$ cat config.mk
export PLATFORM = sky130hd
export DESIGN_NAME = simd_lane_load
export DESIGN_NICKNAME = d
export VERILOG_FILES = /design/src/rtl/sl_pkg.sv /design/src/rtl/sl_decode.sv /design/src/rtl/sl_align_chk.sv /design/src/rtl/sl_lane_merge.sv /design/src/rtl/sl_wb_calc.sv /design/src/rtl/simd_lane_load.sv
export SDC_FILE = /design/constraint.sdc
export NUM_CORES = 1
export LEC_CHECK = 0
export BUFFER_PORTS_ARGS = -buffer_cell sky130_fd_sc_hd__buf_2
export CORE_ASPECT_RATIO = 1.75
export CORE_MARGIN = 1.5
export CORE_UTILIZATION = 54
export DETAILED_ROUTE_END_ITERATION = 8
export PLACE_DENSITY_LB_ADDON = 0.08
export REMOVE_ABC_BUFFERS = 1
export SLEW_MARGIN = 20
export SYNTH_ARGS = -nofsm -noshare
export SYNTH_HDL_FRONTEND = slang
export SYNTH_SLANG_ARGS = --single-unit
$ cat constraint.sdc
create_clock -name clk -period 4.9 [get_ports clk]
set_input_delay 0.245 -clock clk [delete_from_list [all_inputs] [get_ports clk]]
set_output_delay 0.245 -clock clk [all_outputs]
set_load 0.02 [all_outputs]
$ cat src/rtl/sl_pkg.sv
package sl_pkg;
  localparam int VEC_BYTES = 8;
  localparam int OFF_W = $clog2(VEC_BYTES);

  typedef enum logic [1:0] {
    SZ_BYTE = 2'b00,
    SZ_HALF = 2'b01,
    SZ_WORD = 2'b10,
    SZ_RSVD = 2'b11
  } esize_e;

  typedef enum logic [1:0] {
    WB_NONE  = 2'b00,
    WB_ESIZE = 2'b01,
    WB_INDEX = 2'b10
  } wbmode_e;

  typedef struct packed {
    logic             legal;
    esize_e           size;
    logic [OFF_W-1:0] lane_off;
    logic             align_req;
    logic [4:0]       vreg;
    wbmode_e          wb;
  } dec_t;

  function automatic logic [2:0] esize_bytes(esize_e s);
    case (s)
      SZ_BYTE: return 3'd1;
      SZ_HALF: return 3'd2;
      default: return 3'd4;
    endcase
  endfunction
endpackage

$ cat src/rtl/sl_decode.sv
module sl_decode
  import sl_pkg::*;
(
  input  logic [31:0] instr,
  output dec_t        dec
);
  localparam logic [8:0] SPACE_A = 9'b111101001;
  localparam logic [8:0] SPACE_B = 9'b111110011;

  logic [3:0] ia;
  logic [3:0] rm;
  logic       fixed_ok;
  esize_e     sz;

  assign ia = instr[7:4];
  assign rm = instr[3:0];
  assign sz = esize_e'(instr[11:10]);
  assign fixed_ok = ((instr[31:23] == SPACE_A) || (instr[31:23] == SPACE_B)) &&
                    (instr[21:20] == 2'b10) && (instr[9:8] == 2'b00);

  always_comb begin
    dec.legal = fixed_ok && (sz != SZ_RSVD);
    dec.size  = sz;
    dec.vreg  = {instr[22], instr[15:12]};
    case (sz)
      SZ_BYTE: begin
        dec.lane_off  = ia[3:1];
        dec.align_req = 1'b0;
      end
      SZ_HALF: begin
        dec.lane_off  = {ia[3:2], 1'b0};
        dec.align_req = ia[0];
      end
      default: begin
        dec.lane_off  = {ia[3], 2'b00};
        dec.align_req = |ia[1:0];
      end
    endcase
    if (rm == 4'b1111)      dec.wb = WB_NONE;
    else if (rm == 4'b1101) dec.wb = WB_ESIZE;
    else                    dec.wb = WB_INDEX;
  end
endmodule

$ cat src/rtl/sl_align_chk.sv
module sl_align_chk
  import sl_pkg::*;
#(
  parameter int XLEN = 32
) (
  input  logic [XLEN-1:0] addr,
  input  esize_e          size,
  input  logic            align_req,
  output logic            fault
);
  always_comb begin
    fault = 1'b0;
    if (align_req) begin
      case (size)
        SZ_HALF: fault = addr[0];
        SZ_WORD: fault = |addr[1:0];
        default: fault = 1'b0;
      endcase
    end
  end
endmodule

$ cat src/rtl/sl_lane_merge.sv
module sl_lane_merge
  import sl_pkg::*;
#(
  parameter int MEM_W = 32
) (
  input  logic [8*VEC_BYTES-1:0] vec_in,
  input  logic [OFF_W-1:0]       lane_off,
  input  esize_e                 size,
  input  logic [MEM_W-1:0]       rd_data,
  output logic [8*VEC_BYTES-1:0] vec_out
);
  localparam int MEM_BYTES = MEM_W / 8;

  logic [3:0] eb;
  assign eb = {1'b0, esize_bytes(size)};

  for (genvar b = 0; b < VEC_BYTES; b++) begin : g_byte
    logic [OFF_W:0] rel;
    logic           hit;
    logic [7:0]     src;
    assign rel = OFF_W'(b) - lane_off;
    assign hit = !rel[OFF_W] && ({{(4-OFF_W){1'b0}}, rel[OFF_W-1:0]} < eb);
    always_comb begin
      src = 8'h00;
      for (int k = 0; k < MEM_BYTES; k++) begin
        if (rel[OFF_W-1:0] == OFF_W'(k)) src = rd_data[8*k +: 8];
      end
    end
    assign vec_out[8*b +: 8] = hit ? src : vec_in[8*b +: 8];
  end
endmodule

$ cat src/rtl/sl_wb_calc.sv
module sl_wb_calc
  import sl_pkg::*;
#(
  parameter int XLEN = 32
) (
  input  logic [XLEN-1:0] base,
  input  logic [XLEN-1:0] index,
  input  esize_e          size,
  input  wbmode_e         mode,
  output logic [XLEN-1:0] new_base,
  output logic            we
);
  always_comb begin
    case (mode)
      WB_ESIZE: begin
        new_base = base + XLEN'(esize_bytes(size));
        we       = 1'b1;
      end
      WB_INDEX: begin
        new_base = base + index;
        we       = 1'b1;
      end
      default: begin
        new_base = base;
        we       = 1'b0;
      end
    endcase
  end
endmodule

$ cat src/rtl/simd_lane_load.sv
module simd_lane_load
  import sl_pkg::*;
#(
  parameter int XLEN  = 32,
  parameter int MEM_W = 32
) (
  input  logic                   clk,
  input  logic                   rst,
  input  logic                   start,
  input  logic [31:0]            instr,
  input  logic [XLEN-1:0]        base_val,
  input  logic [XLEN-1:0]        index_val,
  input  logic [8*VEC_BYTES-1:0] dreg_in,
  output logic                   busy,
  output logic                   mem_req_valid,
  input  logic                   mem_req_ready,
  output logic [XLEN-1:0]        mem_addr,
  output logic [1:0]             mem_size,
  input  logic                   mem_rsp_valid,
  input  logic [MEM_W-1:0]       mem_rsp_data,
  output logic                   done,
  output logic                   dreg_we,
  output logic [4:0]             dreg_idx,
  output logic [8*VEC_BYTES-1:0] dreg_out,
  output logic                   base_we,
  output logic [XLEN-1:0]        base_out,
  output logic                   align_fault,
  output logic                   undef
);
  typedef enum logic [1:0] {S_IDLE, S_EVAL, S_REQ, S_RSP} state_e;

  state_e                 state;
  logic [31:0]            instr_q;
  logic [XLEN-1:0]        base_q;
  logic [XLEN-1:0]        index_q;
  logic [8*VEC_BYTES-1:0] vec_q;

  dec_t                   dec;
  logic                   mis;
  logic [8*VEC_BYTES-1:0] merged;
  logic [XLEN-1:0]        wb_val;
  logic                   wb_en;

  sl_decode u_dec (.instr(instr_q), .dec(dec));

  sl_align_chk #(.XLEN(XLEN)) u_align (
    .addr(base_q), .size(dec.size), .align_req(dec.align_req), .fault(mis)
  );

  sl_lane_merge #(.MEM_W(MEM_W)) u_merge (
    .vec_in(vec_q), .lane_off(dec.lane_off), .size(dec.size),
    .rd_data(mem_rsp_data), .vec_out(merged)
  );

  sl_wb_calc #(.XLEN(XLEN)) u_wb (
    .base(base_q), .index(index_q), .size(dec.size), .mode(dec.wb),
    .new_base(wb_val), .we(wb_en)
  );

  assign busy          = (state != S_IDLE);
  assign mem_req_valid = (state == S_REQ);
  assign mem_addr      = base_q;
  assign mem_size      = dec.size;

  always_ff @(posedge clk) begin
    if (rst) begin
      state       <= S_IDLE;
      instr_q     <= '0;
      base_q      <= '0;
      index_q     <= '0;
      vec_q       <= '0;
      done        <= 1'b0;
      dreg_we     <= 1'b0;
      dreg_idx    <= '0;
      dreg_out    <= '0;
      base_we     <= 1'b0;
      base_out    <= '0;
      align_fault <= 1'b0;
      undef       <= 1'b0;
    end else begin
      done        <= 1'b0;
      dreg_we     <= 1'b0;
      base_we     <= 1'b0;
      align_fault <= 1'b0;
      undef       <= 1'b0;
      case (state)
        S_IDLE: begin
          if (start) begin
            instr_q <= instr;
            base_q  <= base_val;
            index_q <= index_val;
            vec_q   <= dreg_in;
            state   <= S_EVAL;
          end
        end
        S_EVAL: begin
          if (!dec.legal || mis) begin
            done        <= 1'b1;
            undef       <= !dec.legal;
            align_fault <= dec.legal && mis;
            dreg_idx    <= dec.vreg;
            dreg_out    <= vec_q;
            base_out    <= base_q;
            state       <= S_IDLE;
          end else begin
            state <= S_REQ;
          end
        end
        S_REQ: begin
          if (mem_req_ready) state <= S_RSP;
        end
        S_RSP: begin
          if (mem_rsp_valid) begin
            done     <= 1'b1;
            dreg_we  <= 1'b1;
            dreg_idx <= dec.vreg;
            dreg_out <= merged;
            base_we  <= wb_en;
            base_out <= wb_val;
            state    <= S_IDLE;
          end
        end
        default: state <= S_IDLE;
      endcase
    end
  end
endmodule

* Word-level counts from Yosys, hierarchy flattened
Cells that the tools add are included.
** Storage, ports and cells
- Register bits after elaboration :: 268
- Output and inout bits :: 142
- Word-level logic and storage cells :: 187
** Operators by class
- Bitwise gates (word level) :: 4
- Add/sub/neg operators :: 10
- Magnitude comparators :: 8
- Eq/ne operators :: 41
- Multiplexer cells :: 66
- Reductions and logical operators :: 45
** Operator list (number)
- $mux 8 :: 40
- $mux 64 :: 2
- $pmux 32 s2 :: 2
- $pmux 64 s2 :: 1
- $mux 32 :: 2
- $eq 3x2->1 const B :: 16
- $add 32x3->32 :: 1
- $add 32x32->32 :: 1
- $eq 3x1->1 const B :: 8
- $logic_not 3->1 :: 8
- $lt 3x3->1 :: 8
- $eq 9x9->1 const B :: 2
- $sub 3x3->4 const A :: 4
- $logic_and 1x1->1 :: 12
- $mux 2 :: 6
- $pmux 3 s2 :: 2
- $eq 2x2->1 const B :: 5
- $mux 5 :: 2
- $pmux 5 s2 :: 1
- $logic_not 1->1 :: 9
- $eq 4x4->1 const B :: 2
- $ne 2x2->1 const B :: 4
- $pmux 2 s4 :: 1
- $reduce_or 2->1 :: 4
- other kinds (14) :: 31

* Depth between registers and ports, before layout
- Word-level depth :: 11
- Gate-level depth with buffers :: 16
- Depth with buffers taken out :: 16

* Cells and area by module
From an unflattened synthesis, not the netlist that was laid out.
** Second synthesis, totals
- Cells, all modules :: 1940
- Area, all modules :: 15193.3 sq um
** Modules (own cells, without submodules)
- simd_lane_load :: seq. area each 5365.1 sq um, area an instance 9870.7 sq um, cells each 1067, instances 1
- sl_lane_merge :: seq. area each 0.0 sq um, area an instance 2568.7 sq um, cells each 443, instances 1
- sl_wb_calc :: seq. area each 0.0 sq um, area an instance 2533.7 sq um, cells each 399, instances 1
- sl_decode :: seq. area each 0.0 sq um, area an instance 156.4 sq um, cells each 23, instances 1
- sl_align_chk :: seq. area each 0.0 sq um, area an instance 63.8 sq um, cells each 8, instances 1

* Worst setup path after synthesis
Ideal clock, no wire load.
- Path type :: register -> register
- Start point :: reg instr_q[11]
- End point :: reg dreg_out[21]
- Library setup time :: 0.132 ns
- Path slack :: 1.286 ns
- Clock period less this slack :: 3.614 ns
- Stages on the path, launching flop included :: 16
- Data arrival time :: 3.482 ns
- Cells stage by stage :: dfxtp_1 > inv_1 > ha_1 > or2_2 > nand2_1 > inv_1 > ha_1 > ha_1 > inv_1 > ha_1 > nor2b_1 > nor4_1 > clkbuf_1 > nand2_1 > o211ai_1 > a21oi_1
** On the way
- Longest elaborated chain between the ends :: 11
- Elaborated cells on any way between the ends :: 28
** RTL lines
- start: declaration :: RTL line simd_lane_load.sv:33 : logic [31:0] instr_q;
- start signal: assignment :: RTL line simd_lane_load.sv:89 : instr_q <= instr;
- $eq 2x1->1 or $logic_not 2->1 (tied branches) :: RTL line sl_pkg.sv:28, sl_decode.sv:25, sl_align_chk.sv:14
- $pmux 3 s2 :: RTL line sl_decode.sv:25 : case (sz)
- $sub 2x3->4 :: RTL line sl_lane_merge.sv:21 : assign rel = OFF_W'(b) - lane_off;
- $logic_not 3->1 :: RTL line sl_lane_merge.sv:26 : if (rel[OFF_W-1:0] == OFF_W'(k)) src = rd_data[8*k +: 8];
- $mux 8 (4 in a row) :: RTL line sl_lane_merge.sv:26
- $mux 8 :: RTL line sl_lane_merge.sv:29 : assign vec_out[8*b +: 8] = hit ? src : vec_in[8*b +: 8];
- $mux 64 :: RTL line simd_lane_load.sv:113 : if (mem_rsp_valid) begin
- $pmux 64 s2 :: RTL line simd_lane_load.sv:86 : case (state)
- end signal: assignment :: RTL line simd_lane_load.sv:102 : dreg_out <= vec_q;
- end signal: assignment :: RTL line simd_lane_load.sv:117 : dreg_out <= merged;
- end: declaration :: RTL line simd_lane_load.sv:24 : output logic [8*VEC_BYTES-1:0] dreg_out,
Parallel ways exist; a longest one is shown, timed or not. The select of a mux whose other input is x is not followed.
A chain may end at the register's enable or synchronous reset.

* Worst setup path after layout
- Start point :: reg instr_q[11]
- End point :: reg dreg_out[2]
** On the way
- Longest elaborated chain between the ends :: 11
- Elaborated cells on any way between the ends :: 28
** RTL lines (RTL line)
- $eq 2x1->1 or $logic_not 2->1 (tied branches) :: sl_pkg.sv:28, sl_decode.sv:25, sl_align_chk.sv:14
- $pmux 3 s2 :: sl_decode.sv:25
- $sub 1x3->4 :: sl_lane_merge.sv:21
- $logic_not 3->1 :: sl_lane_merge.sv:26
- $mux 8 (4 in a row) :: sl_lane_merge.sv:26
- $mux 8 :: sl_lane_merge.sv:29
- $mux 64 :: simd_lane_load.sv:113
- $pmux 64 s2 :: simd_lane_load.sv:86
Parallel ways exist; a longest one is shown, timed or not. The select of a mux whose other input is x is not followed.

==> impl_metrics.toml <==
[flow_run]
cap_violations = 0

[setup_path]
regToRegEndpoint = "dreg_out[2]"
end_kind = "flip-flop"
ff2ff_path_depth = 12
start_kind = "flip-flop"
timing.reg2reg.setup_slack_ns = 0.71
arrival_ns = 4.58
worstPathRequired_ns = 5.29
path_class = "reg2reg"
worstPathMaxFanout = 9
startpoint = "instr_q[11]"
worstReg2RegStart = "instr_q[11]"

[clock_network]
cts_sinks = 264
clockRootBuffer = "clkbuf_16"
clk_latency_ns = 0.55
cts_tree = "built"
clk_pin_slew_worst_paths_ns = 0.07
cts_setup_buffers = 0
clock_path_buffers = 3
htreeDepth = 1
numCtsBuffers = 24

[worst_hold_path]
hp-start = "mem_req_ready"
holdPathEnd = "state[0]"
hold_depth = 5
hold_class = "in2reg"

[logic_synthesis]
yosysSeqAreaShare_pct = 40.0
synth_top_area_share_pct = 40.0
yosysUniqueCellTypes = 60
synth-seq-cells = 264
yosysWarnings = 0
synth_edf_count = 0
syn_area_per_cell_sq_um = 7.32
netlist_area_sq_um = 13200
syn_inst = 1804
synth.top_cells.by_area = "dfxtp_1 40%, nand2_1 14%, a21oi_1 12%"
synthArstFlopShare_pct = 0
yosys.area.top_type = "dfxtp_1"
synthFlopType = "dfxtp_1"

[power_and_ir_drop]
vdd_drop_max_mv = 0.329
powerDensity_nw_per_um2 = 291
leakagePower_uw = 0.00755

[timing]
setup_viol = 0
fin_setup_tns_ns = 0
slew_headroom_pct = 31.1
rsz0062_at_grt = "false"
final_hold_viol_count = 0
min_period_ns = 4.19
fin_crit_sh_pct = 85.6
worst_slew_pin_slew_ns = 1.03
max_freq_ghz = 0.239
maxSlewViolCount = 0
fin_skew_ns = 0.0193

[floorplanning]
core_area_sq_um = 24000
start_util_pct = 55.0
die_h_microns = 210
ios = 339
die_area_sq_um = 25400
rows = 75
die_w_microns = 121

[route]
drtPass1Iterations = 6
drcViolationCount = 0
antenna_left = 0
via_per_inst = 5.60
vias = 14238
totalWireLength_microns = 44100
wl_per_cell_microns = 17.3
first_iter_violations = 954

[global_routing]
grt_usage_pct = 33.8
grt_first_pass_wirelength_microns = 68600
grt_pass1_vias = 13870
grt_max_degree = 91
grt-ovfl-total = 0
antenna_found_initial = 2

[layout]
area_growth_pct = 31.0
final_nets = 2476
drive_gt1_share_pct = 18.7
fillerInstances = 1970
final_cell_count_no_fill = 2542

[placed_design]
dpl.cell_count = 2339
place.gp.congestion = 0.932
portBuffers = 334
hpwl_microns = 29700

[run_status]
outcome = "completed"
==> synthesized netlist by cell type, types with 3 or more instances <==
master    instances
a311oi_1          3
xor2_1           10
inv_1            30
ha_1             64
o21ai_0         114
and3_1            5
o21a_1            5
nand2_1         493
buf_1             8
o21ai_1           6
dfxtp_1         264
a32oi_1           5
nand3_1           3
or2_2             6
nor2_1          136
nor3_1           24
nor3b_1           3
a22oi_1          42
or3_1             3
o21bai_1          6
mux2i_1           3
a221oi_1         14
xnor2_1          15
a21oi_1         304
nor2b_1           9
a21o_1           12
o31ai_1           3
a22o_1            9
nand4_1           8
a31oi_1           4
nand2b_1          5
and2_1           29
o211ai_1         14
clkbuf_1        105
buf_2             9
==> power breakdown <==
part / switching (uW) / internal [uW]
Clock: 862 / 971
Combinational: 528 / 362
Sequential: 65.4 / 2250
==> repair_timing <==
item,4_1_cts,5_1_grt
endpoints found under the hold margin,158,0
gates resized for setup,0,0
hold buffers,157,0
==> worst max-delay path: stages (launching register included) <==
cell and delay, ns:
dfxtp_1 0.42, inv_1 0.12, ha_1 0.25, or2_2 0.43
nand2_1 0.27, ha_1 0.26, ha_1 0.26, ha_1 0.29
inv_1 0.04, o21ai_1 0.79, nor2_1 0.45, a221oi_1 0.38
nor3_1 0.08
==> registers in the layout, indices dropped and copies added (netlist names), 5 cells and up, named ones only <==
signal	flops
dreg_idx	5
vec_q	64
base_out	32
mem_addr	32
dreg_out	64
instr_q	28
index_q	32
==> through the flow <==
step | util, % | hold WS [ns] | setup WS [ns] | total power [uW] | area [sq um]
detailed placement | 62.3 | 0.436 | 0.806 | 3130 | 15000
floorplan | - | 0.314 | 0.376 | 2820 | 12700
finish | 72.0 | 0.0412 | 0.708 | 5030 | 17300
CTS | 72.0 | 0.0278 | 0.810 | 5040 | 17300
global placement | 62.3 | 0.430 | 0.986 | 3110 | 15000
global route | 72.0 | 0.0990 | 0.481 | 5250 | 17300
==> routing by layer <==
metal | wire length (microns) | track usage (%) | up-vias | part of all wire (%)
li1 | - | - | 6963 | -
met3 | 2710 | 5.00 | 159 | 6.1
met4 | 3080 | 23.2 | 0 | 7.0
met1 | 15800 | 34.9 | 6541 | 36
met5 | 0 | 0 | - | 0
met2 | 22500 | 61.8 | 575 | 51
==> how the worst max path moves through the flow <==
stage,endpoint,cells after the start
finish,dreg_out[2],12
global route,dreg_out[5],12
CTS,dreg_out[2],12
detailed placement,dreg_out[2],12
global placement,dreg_out[37],12
floorplan,base_out[17],11
==> cells in the final DEF (no fill, tap or decap), types with 10 or more instances in the layout <==
master	synthesis	layout
a21o_1	12	12
a21oi_1	304	304
a221oi_1	14	14
a22oi_1	42	42
and2_1	29	28
buf_2	9	333
buf_4	2	16
clkbuf_16	0	24
dfxtp_1	264	264
dlygate4sd3_1	0	157
ha_1	64	64
inv_1	30	30
nand2_1	493	492
nor2_1	136	134
nor3_1	24	24
o211ai_1	14	14
o21ai_0	114	114
xnor2_1	15	15
xor2_1	10	10
==> cell families (layout without fill, tap and decap cells) <==
family | Yosys count | count (layout) | share of synthesized area [%]
AOI/OAI and AO/OA | 559 | 559 | 24.4
xor gates and xnor gates | 25 | 25 | 1.66
adders and majority gates | 65 | 65 | 6.21
buffers and inverters | 154 | 582 | 4.52
DFF | 264 | 264 | 40.0
muxes | 4 | 4 | 0.313
other | 0 | 2 | 0
and+or+nand+nor | 733 | 733 | 22.9
==> area by class of cell <==
type / count / area [sq um] / area share, %
multi-input combinational: 1386 / 7360 / 42.5
sequential: 264 / 5290 / 30.6
timing repair buffer: 508 / 3390 / 19.6
clock buffer: 30 / 663 / 3.83
tap: 308 / 385 / 2.23
inverter: 30 / 113 / 0.651
clock inverter: 14 / 98.8 / 0.571
antenna: 2 / 5.00 / 0.0289
(Power assumes the default switching activity.)
